===== config.mk =====
export PLATFORM = sky130hd
export DESIGN_NAME = pgwalk_top
export DESIGN_NICKNAME = d
export VERILOG_FILES = /design/src/rtl/pgwalk_pkg.sv /design/src/rtl/pgwalk_eval.sv /design/src/rtl/pgwalk_addr.sv /design/src/rtl/pgwalk_fsm.sv /design/src/rtl/pgwalk_top.sv
export SDC_FILE = /design/constraint.sdc
export NUM_CORES = 1
export LEC_CHECK = 0
export CORE_ASPECT_RATIO = 0.6
export CORE_MARGIN = 3
export CORE_UTILIZATION = 43
export CTS_CLUSTER_DIAMETER = 150
export DETAILED_ROUTE_END_ITERATION = 6
export HOLD_SLACK_MARGIN = 0.12
export PLACE_DENSITY = 0.8
export SKIP_LAST_GASP = 1
export SLEW_MARGIN = 30
export SYNTH_ARGS = -nofsm -noshare
export SYNTH_HDL_FRONTEND = slang
export SYNTH_SLANG_ARGS = --single-unit

===== constraint.sdc =====
create_clock -name clk -period 1.81 [get_ports clk]
set_input_delay 0.362 -clock clk [delete_from_list [all_inputs] [get_ports clk]]
set_output_delay 0.362 -clock clk [all_outputs]
set_load 0.1 [all_outputs]

===== src/rtl/pgwalk_pkg.sv =====
package pgwalk_pkg;
  typedef enum logic [2:0] {
    ST_IDLE,
    ST_DIR,
    ST_LEAF,
    ST_WB,
    ST_FIN
  } walk_state_e;

  typedef enum logic [2:0] {
    RC_OK      = 3'd0,
    RC_DIR_INV = 3'd1,
    RC_PTE_INV = 3'd2,
    RC_ABSENT  = 3'd3,
    RC_PROT    = 3'd4
  } walk_rc_e;

  localparam int unsigned ENTRY_W   = 32;
  localparam int unsigned B_VALID   = 0;
  localparam int unsigned B_PRES    = 1;
  localparam int unsigned B_WRITE   = 2;
  localparam int unsigned B_ACC     = 3;
  localparam int unsigned B_DIRTY   = 4;
  localparam int unsigned FRAME_LSB = 8;
endpackage


===== src/rtl/pgwalk_eval.sv =====
module pgwalk_eval
  import pgwalk_pkg::*;
(
  input  logic [ENTRY_W-1:0] entry,
  input  logic               is_write,
  output walk_rc_e           rc,
  output logic [ENTRY_W-1:0] upd,
  output logic               need_wb
);
  always_comb begin
    upd = entry;
    upd[B_ACC] = 1'b1;
    if (is_write) upd[B_DIRTY] = 1'b1;
    if (!entry[B_VALID])                    rc = RC_PTE_INV;
    else if (!entry[B_PRES])                rc = RC_ABSENT;
    else if (is_write && !entry[B_WRITE])   rc = RC_PROT;
    else                                    rc = RC_OK;
    need_wb = (upd != entry);
  end
endmodule


===== src/rtl/pgwalk_addr.sv =====
module pgwalk_addr
  import pgwalk_pkg::*;
#(
  parameter int unsigned PFN_W = 8,
  parameter int unsigned IDX_W = 4,
  localparam int unsigned MA_W = PFN_W + IDX_W + 2
) (
  input  walk_state_e      st,
  input  logic [PFN_W-1:0] base_pfn,
  input  logic [PFN_W-1:0] tbl_pfn,
  input  logic [IDX_W-1:0] pd_idx,
  input  logic [IDX_W-1:0] pt_idx,
  output logic [MA_W-1:0]  addr
);
  always_comb begin
    if (st == ST_DIR) addr = {base_pfn, pd_idx, 2'b00};
    else              addr = {tbl_pfn, pt_idx, 2'b00};
  end
endmodule


===== src/rtl/pgwalk_fsm.sv =====
module pgwalk_fsm
  import pgwalk_pkg::*;
(
  input  logic        clk,
  input  logic        rst_n,
  input  logic        req_valid,
  input  logic        mem_ack,
  input  logic        dir_valid,
  input  logic        leaf_ok,
  input  logic        leaf_wb,
  output walk_state_e st
);
  walk_state_e st_nxt;

  always_comb begin
    st_nxt = st;
    case (st)
      ST_IDLE: if (req_valid) st_nxt = ST_DIR;
      ST_DIR:  if (mem_ack) st_nxt = dir_valid ? ST_LEAF : ST_FIN;
      ST_LEAF: if (mem_ack) st_nxt = (leaf_ok && leaf_wb) ? ST_WB : ST_FIN;
      ST_WB:   if (mem_ack) st_nxt = ST_FIN;
      ST_FIN:  st_nxt = ST_IDLE;
      default: st_nxt = ST_IDLE;
    endcase
  end

  always_ff @(posedge clk or negedge rst_n) begin
    if (!rst_n) st <= ST_IDLE;
    else        st <= st_nxt;
  end
endmodule


===== src/rtl/pgwalk_top.sv =====
module pgwalk_top
  import pgwalk_pkg::*;
#(
  parameter int unsigned PFN_W = 8,
  parameter int unsigned IDX_W = 4,
  localparam int unsigned OFF_W = IDX_W + 2,
  localparam int unsigned VA_W  = 2 * IDX_W + OFF_W,
  localparam int unsigned MA_W  = PFN_W + OFF_W
) (
  input  logic               clk,
  input  logic               rst_n,
  input  logic               req_valid,
  input  logic [VA_W-1:0]    req_vaddr,
  input  logic               req_write,
  input  logic [PFN_W-1:0]   dir_base_pfn,
  output logic               busy,
  output logic               mem_req,
  output logic               mem_we,
  output logic [MA_W-1:0]    mem_addr,
  output logic [ENTRY_W-1:0] mem_wdata,
  input  logic               mem_ack,
  input  logic [ENTRY_W-1:0] mem_rdata,
  output logic               done,
  output logic [2:0]         resp_code,
  output logic [MA_W-1:0]    pa
);
  walk_state_e        st;
  logic [VA_W-1:0]    va_q;
  logic               wr_q;
  logic [PFN_W-1:0]   tbl_q;
  logic [ENTRY_W-1:0] wb_q;
  walk_rc_e           rc_q;
  logic [MA_W-1:0]    pa_q;

  walk_rc_e           leaf_rc;
  logic [ENTRY_W-1:0] leaf_upd;
  logic               leaf_wb;
  logic               leaf_ok;
  logic               dir_valid;
  logic               accept, dir_ack, leaf_ack;

  assign accept    = (st == ST_IDLE) && req_valid;
  assign dir_ack   = (st == ST_DIR) && mem_ack;
  assign leaf_ack  = (st == ST_LEAF) && mem_ack;
  assign dir_valid = mem_rdata[B_VALID];
  assign leaf_ok   = (leaf_rc == RC_OK);

  pgwalk_fsm i_fsm (
    .clk(clk), .rst_n(rst_n), .req_valid(req_valid), .mem_ack(mem_ack),
    .dir_valid(dir_valid), .leaf_ok(leaf_ok), .leaf_wb(leaf_wb), .st(st)
  );

  pgwalk_eval i_eval (
    .entry(mem_rdata), .is_write(wr_q), .rc(leaf_rc), .upd(leaf_upd), .need_wb(leaf_wb)
  );

  pgwalk_addr #(.PFN_W(PFN_W), .IDX_W(IDX_W)) i_addr (
    .st(st), .base_pfn(dir_base_pfn), .tbl_pfn(tbl_q),
    .pd_idx(va_q[VA_W-1 -: IDX_W]), .pt_idx(va_q[OFF_W +: IDX_W]), .addr(mem_addr)
  );

  // request capture
  always_ff @(posedge clk or negedge rst_n) begin
    if (!rst_n) begin
      va_q <= '0;
      wr_q <= 1'b0;
    end else if (accept) begin
      va_q <= req_vaddr;
      wr_q <= req_write;
    end
  end

  // sub-table frame from the directory entry
  always_ff @(posedge clk or negedge rst_n) begin
    if (!rst_n)       tbl_q <= '0;
    else if (dir_ack) tbl_q <= mem_rdata[FRAME_LSB +: PFN_W];
  end

  // write-back value
  always_ff @(posedge clk or negedge rst_n) begin
    if (!rst_n)        wb_q <= '0;
    else if (leaf_ack) wb_q <= leaf_upd;
  end

  // result registers
  always_ff @(posedge clk or negedge rst_n) begin
    if (!rst_n) begin
      rc_q <= RC_OK;
      pa_q <= '0;
    end else if (accept) begin
      rc_q <= RC_OK;
      pa_q <= '0;
    end else if (dir_ack && !dir_valid) begin
      rc_q <= RC_DIR_INV;
    end else if (leaf_ack) begin
      rc_q <= leaf_rc;
      pa_q <= leaf_ok ? {mem_rdata[FRAME_LSB +: PFN_W], va_q[OFF_W-1:0]} : '0;
    end
  end

  assign busy      = (st != ST_IDLE);
  assign mem_req   = (st == ST_DIR) || (st == ST_LEAF) || (st == ST_WB);
  assign mem_we    = (st == ST_WB);
  assign mem_wdata = wb_q;
  assign done      = (st == ST_FIN);
  assign resp_code = rc_q;
  assign pa        = pa_q;
endmodule


Yosys cells after proc, flatten, opt, wreduce, memory -nomap -nowiden --
Cells that the tools add are included.
Storage, ports and cells: flip-flop bits (word level) 75
Operators by class: eq/ne operators 10, muxes and demuxes 19, reduce and logical (&&, ||, !) cells 17
Operators by type and width (number):
- $mux 14 | 5
- $mux 3 | 12
- $pmux 3 s4 | 1
- $ne 2x2->1 const B | 4
- $eq 3x2->1 const B | 2
- $logic_and 1x1->1 | 6
- $logic_not 3->1 | 2
- $reduce_bool 3->1 | 2
- $reduce_and 4->1 | 1
- $eq 3x1->1 const B | 1
- $eq 3x3->1 const B | 1
- $logic_not 1->1 | 2
- $logic_or 1x1->1 | 2
- $ne 2x1->1 const B | 1
- $ne 2x2->1 | 1
- $reduce_and 2->1 | 1
- $reduce_bool 2->1 | 1
- $mux 1 | 1

Logic depth before layout (Yosys ltp) --
depth after elaboration 10, depth in mapped cells 6, mapped depth without buffers 4

Modules after synthesis --
Synthesis repeated with hierarchy kept, for this count alone.
Unflattened totals: cells, all modules 341, area, all modules 3477.1 µm²
By module, submodules not included:
- pgwalk_top | times used 1, cells each 269, area an instance 2860.2 µm², seq. area each 1801.7 µm²
- pgwalk_eval | times used 1, cells each 38, area an instance 271.5 µm², seq. area each 0.0 µm²
- pgwalk_addr | times used 1, cells each 17, area an instance 183.9 µm², seq. area each 0.0 µm²
- pgwalk_fsm | times used 1, cells each 17, area an instance 161.4 µm², seq. area each 75.1 µm²

Worst setup path after synthesis --
OpenSTA, ideal clock, no wires.
kind reg-to-output, start reg i_fsm.st[1], end out mem_req, arrival 1.884 ns, data required time 1.448 ns, setup slack -0.436 ns, cell stages (with the launch flop) 4, buffers on the path 1, cell sequence dfrtp_1 > buf_2 > nor2_1 > nor2_1
On the way: word-level cells in the longest chain between the ends 3, elaborated cells between the ends (all ways) 5
Ends and longest elaborated chain:
- start: declaration | RTL line pgwalk_fsm.sv:11 | output walk_state_e st
- start signal: assignment | RTL line pgwalk_fsm.sv:29 | else st <= st_nxt;
- $eq 3x1->1 / $eq 3x2->1 (equally long branches) | RTL line pgwalk_top.sv:102 | assign mem_req = (st == ST_DIR) || (st == ST_LEAF) || (st == ST_WB);
- $logic_or 1x1->1 | RTL line pgwalk_top.sv:102
- $logic_or 1x1->1 * | RTL line pgwalk_top.sv:102
- end: declaration | RTL line pgwalk_top.sv:17 | output logic mem_req,
Every way passes the cells marked *; elsewhere a longest branch is shown, timed or not.

Final worst setup path --
start reg i_fsm.st[2], end out mem_addr[6]
On the way: word-level cells in the longest chain between the ends 2
Ends and longest elaborated chain:
- $eq 3x1->1 | RTL line pgwalk_addr.sv:16 | if (st == ST_DIR) addr = {base_pfn, pd_idx, 2'b00};
- $mux 14 | RTL line pgwalk_addr.sv:16
- end: declaration | RTL line pgwalk_top.sv:19 | output logic [MA_W-1:0] mem_addr,
No other way between the ends.

==> results.json <==
{
  "status": "finished with violations",
  "violations": "setup timing",
  "cts_tree": "done",
  "grt_antenna_before_repair": 1,
  "num_vias": 2777,
  "multi_input_area_mm2": 0.00127,
  "hpwl_um": 6750,
  "htree_levels": 3,
  "reg2reg_slack_ps": 40,
  "yosys.area.top_type": "dfrtp_1",
  "gp_congestion": 0.790,
  "cts_buffers": 9,
  "fin_worst_skew_ps": 6.26,
  "drv_slew": 0,
  "utilization_pct": 83.0,
  "synth_most_common_cell": "nand2_1",
  "die_y_um": 72.8,
  "use_met2_pct": 38.3,
  "min_path_type": "flip-flop to flip-flop",
  "drive_above_1_share_pct": 32.6,
  "cts_sinks": 75,
  "core-area_mm2": 0.00694,
  "grt_overflow": 0,
  "placement.io_buffers": 123,
  "synth-edff-count": 0,
  "nFillCells": 387,
  "first_pass_iters": 5,
  "ys_top_cells_by_area": "dfrtp_1 (59%), nand2_1 (11%), mux2_2 (8.1%), mux2_1 (4.2%), a22oi_1 (3.3%)",
  "yosysUniqueCellTypes": 34,
  "area_delta_synth_final_pct": 80.2,
  "finalCritPeriodShare_pct": 118,
  "path_buf_inv": 3,
  "drc_errors": 0,
  "crit_required_ps": 1450,
  "dr.first_iter.drc_count": 321,
  "avgViaCountPerCell": 5.15,
  "met3_usage_pct": 8.95,
  "ys_warn_count": 0,
  "cp_common_cell": "buf_12",
  "grt.total_usage_pct": 23.8,
  "yosys_register_bits": 75,
  "ctsLongestPathBuffers": 2,
  "startpoint_type": "flip-flop",
  "io_pins": 126,
  "ys.flop_type": "dfrtp_1",
  "clock_latency_ps": 330,
  "cts_root_buf": "clkbuf_16",
  "fin_ws_ps": -326,
  "max_freq_ghz": 0.468,
  "final_nets": 494,
  "busiest_layer": "met2",
  "use_met1_pct": 30.4,
  "wl_per_cell_um": 17.9,
  "dieArea_mm2": 0.00853,
  "yosysTopAreaCellShare_pct": 58.8,
  "finalSetupTns_ps": -3930,
  "syn_avg_cell_area_um2": 10.9,
  "worstSetupPathType": "flip-flop to output pin",
  "synth_top_cells_by_count": "nand2_1 (95), dfrtp_1 (75), mux2_2 (23)",
  "critPathTopFamily": "buffers and inverters",
  "clk_pin_slew_worst_paths_ps": 60,
  "cp_slowest_cell": "dfrtp_2",
  "rsz0062_at_grt": "true",
  "initial_core_util_pct": 46.0,
  "ys_seq_area_share_pct": 58.8,
  "async_reset_ff_share_pct": 100,
  "rows": 23,
  "num_antenna_cells": 0,
  "hold_viol": 0,
  "grt_pass1_vias": 2888,
  "routed_wl_um": 9650,
  "setup_violations": 14,
  "grt_start_max_net_pins": 36,
  "path_max_fanout": 6,
  "fin_crit_ps": 2140,
  "critPathArrivalTime_ps": 1770,
  "syn_area_mm2": 0.00319,
  "grt_first_pass_wirelength_um": 15300,
  "die_x_um": 117,
  "register_area_mm2": 0.00188,
  "drv_cap": 0,
  "ant_nets": 0,
  "cp_cell_sequence": "nor3_4 > buf_12 > buf_12 > mux2_4 > buf_12",
  "netlist_instances": 293,
  "cpPeakStageDelay_ps": 450,
  "endpoint_kind": "output pin"
}
-- kinds of logic (layout without fill, tap and decap cells) --
family | count (synthesis) | in the layout | share of synthesized area (%)
AND/OR/NAND/NOR | 129 | 129 | 17.9
AO/OA/AOI/OAI | 30 | 30 | 6.43
multiplexers | 35 | 35 | 12.3
flip-flops | 75 | 75 | 58.8
other | 1 | 2 | 0.117
buffers and inverters | 23 | 168 | 4.47
-- placed cells by master, fill, tap and decap left out, drive strengths merged, types with 2 or more instances in the layout --
master         netlist  layout
a21oi                4       4
conb                 1       2
a31oi                2       2
inv                  3       4
mux2                35      35
clkinv               0       3
or3                  2       2
clkbuf               2       9
clkdlybuf4s50        0      57
nand2b               3       3
o21ai                4       4
a22oi               14      14
nor3                 3       3
buf                 18      92
nor2                19      19
clkinvlp             0       2
dfrtp               75      75
nand2               95      95
a211oi               3       3
-- path summary, 6_finish.rpt --
check                            startpoint       endpoint  cells past startpoint
min in group asynchronous             rst_n    i_fsm.st[0]                      2
worst min-delay path               va_q[10]       va_q[10]                      1
worst min register to register     va_q[10]       va_q[10]                      1
worst max-delay path            i_fsm.st[2]    mem_addr[6]                      5
worst max register to register  i_fsm.st[0]       va_q[13]                      5
max in group asynchronous             rst_n  mem_wdata[15]                      3
-- metal layers --
| metal | vias up | share of wire (%) | wire, um |
|---|---|---|---|
| met1 | 1343 | 39 | 3780 |
| met5 | - | 0.13 | 13 |
| li1 | 1255 | - | - |
| met4 | 2 | 1.6 | 153 |
| met2 | 155 | 48 | 4600 |
| met3 | 22 | 11 | 1100 |
-- state kept, by name, indices dropped and copies added (netlist names) --
register   count
pa            14
i_fsm.st       3
tbl_q          8
wr_q           1
va_q          14
mem_wdata     32
resp_code      3
-- area by class of cell --
cell class,count,share of cell area [%]
timing repair buffer,150,38.3
sequential,75,32.6
clock inverter,6,0.739
multi-input combinational,196,22.0
inverter,3,0.196
clock buffer,9,3.91
tap,100,2.17
-- metrics by stage --
| stage | cell area [um^2] | instances | hold slack (ps) | setup WS, ps |
|---|---|---|---|---|
| floorplan | 3200 | 294 | 66.4 | -88.8 |
| global placement | 5340 | 519 | 348 | -37.8 |
| detailed placement | 5340 | 519 | 346 | -150 |
| CTS | 5730 | 538 | 490 | -299 |
| global route | 5750 | 539 | 513 | -367 |
| finish | 5750 | 539 | 490 | -326 |
-- worst register-to-register path, delay by kind of cell, from the launching register on --
family        cells  cell delay [ps]
simple gates      2              570
mux               1              350
flops             1              410
buf+inv           2              310
-- what timing repair did --
action / 4_1_cts / 5_1_grt
setup buffers: 2 / 1
pin swaps: 1 / 3
resized for setup: 20 / 3
cloned: 1 / 0
hold buffers: 1 / 0
endpoints found under the setup margin: 15 / 19
endpoints found under the hold margin: 33 / 0
Power is not shown: default switching activity piles up to over one toggle a cycle in this logic, so the estimate is an artifact.
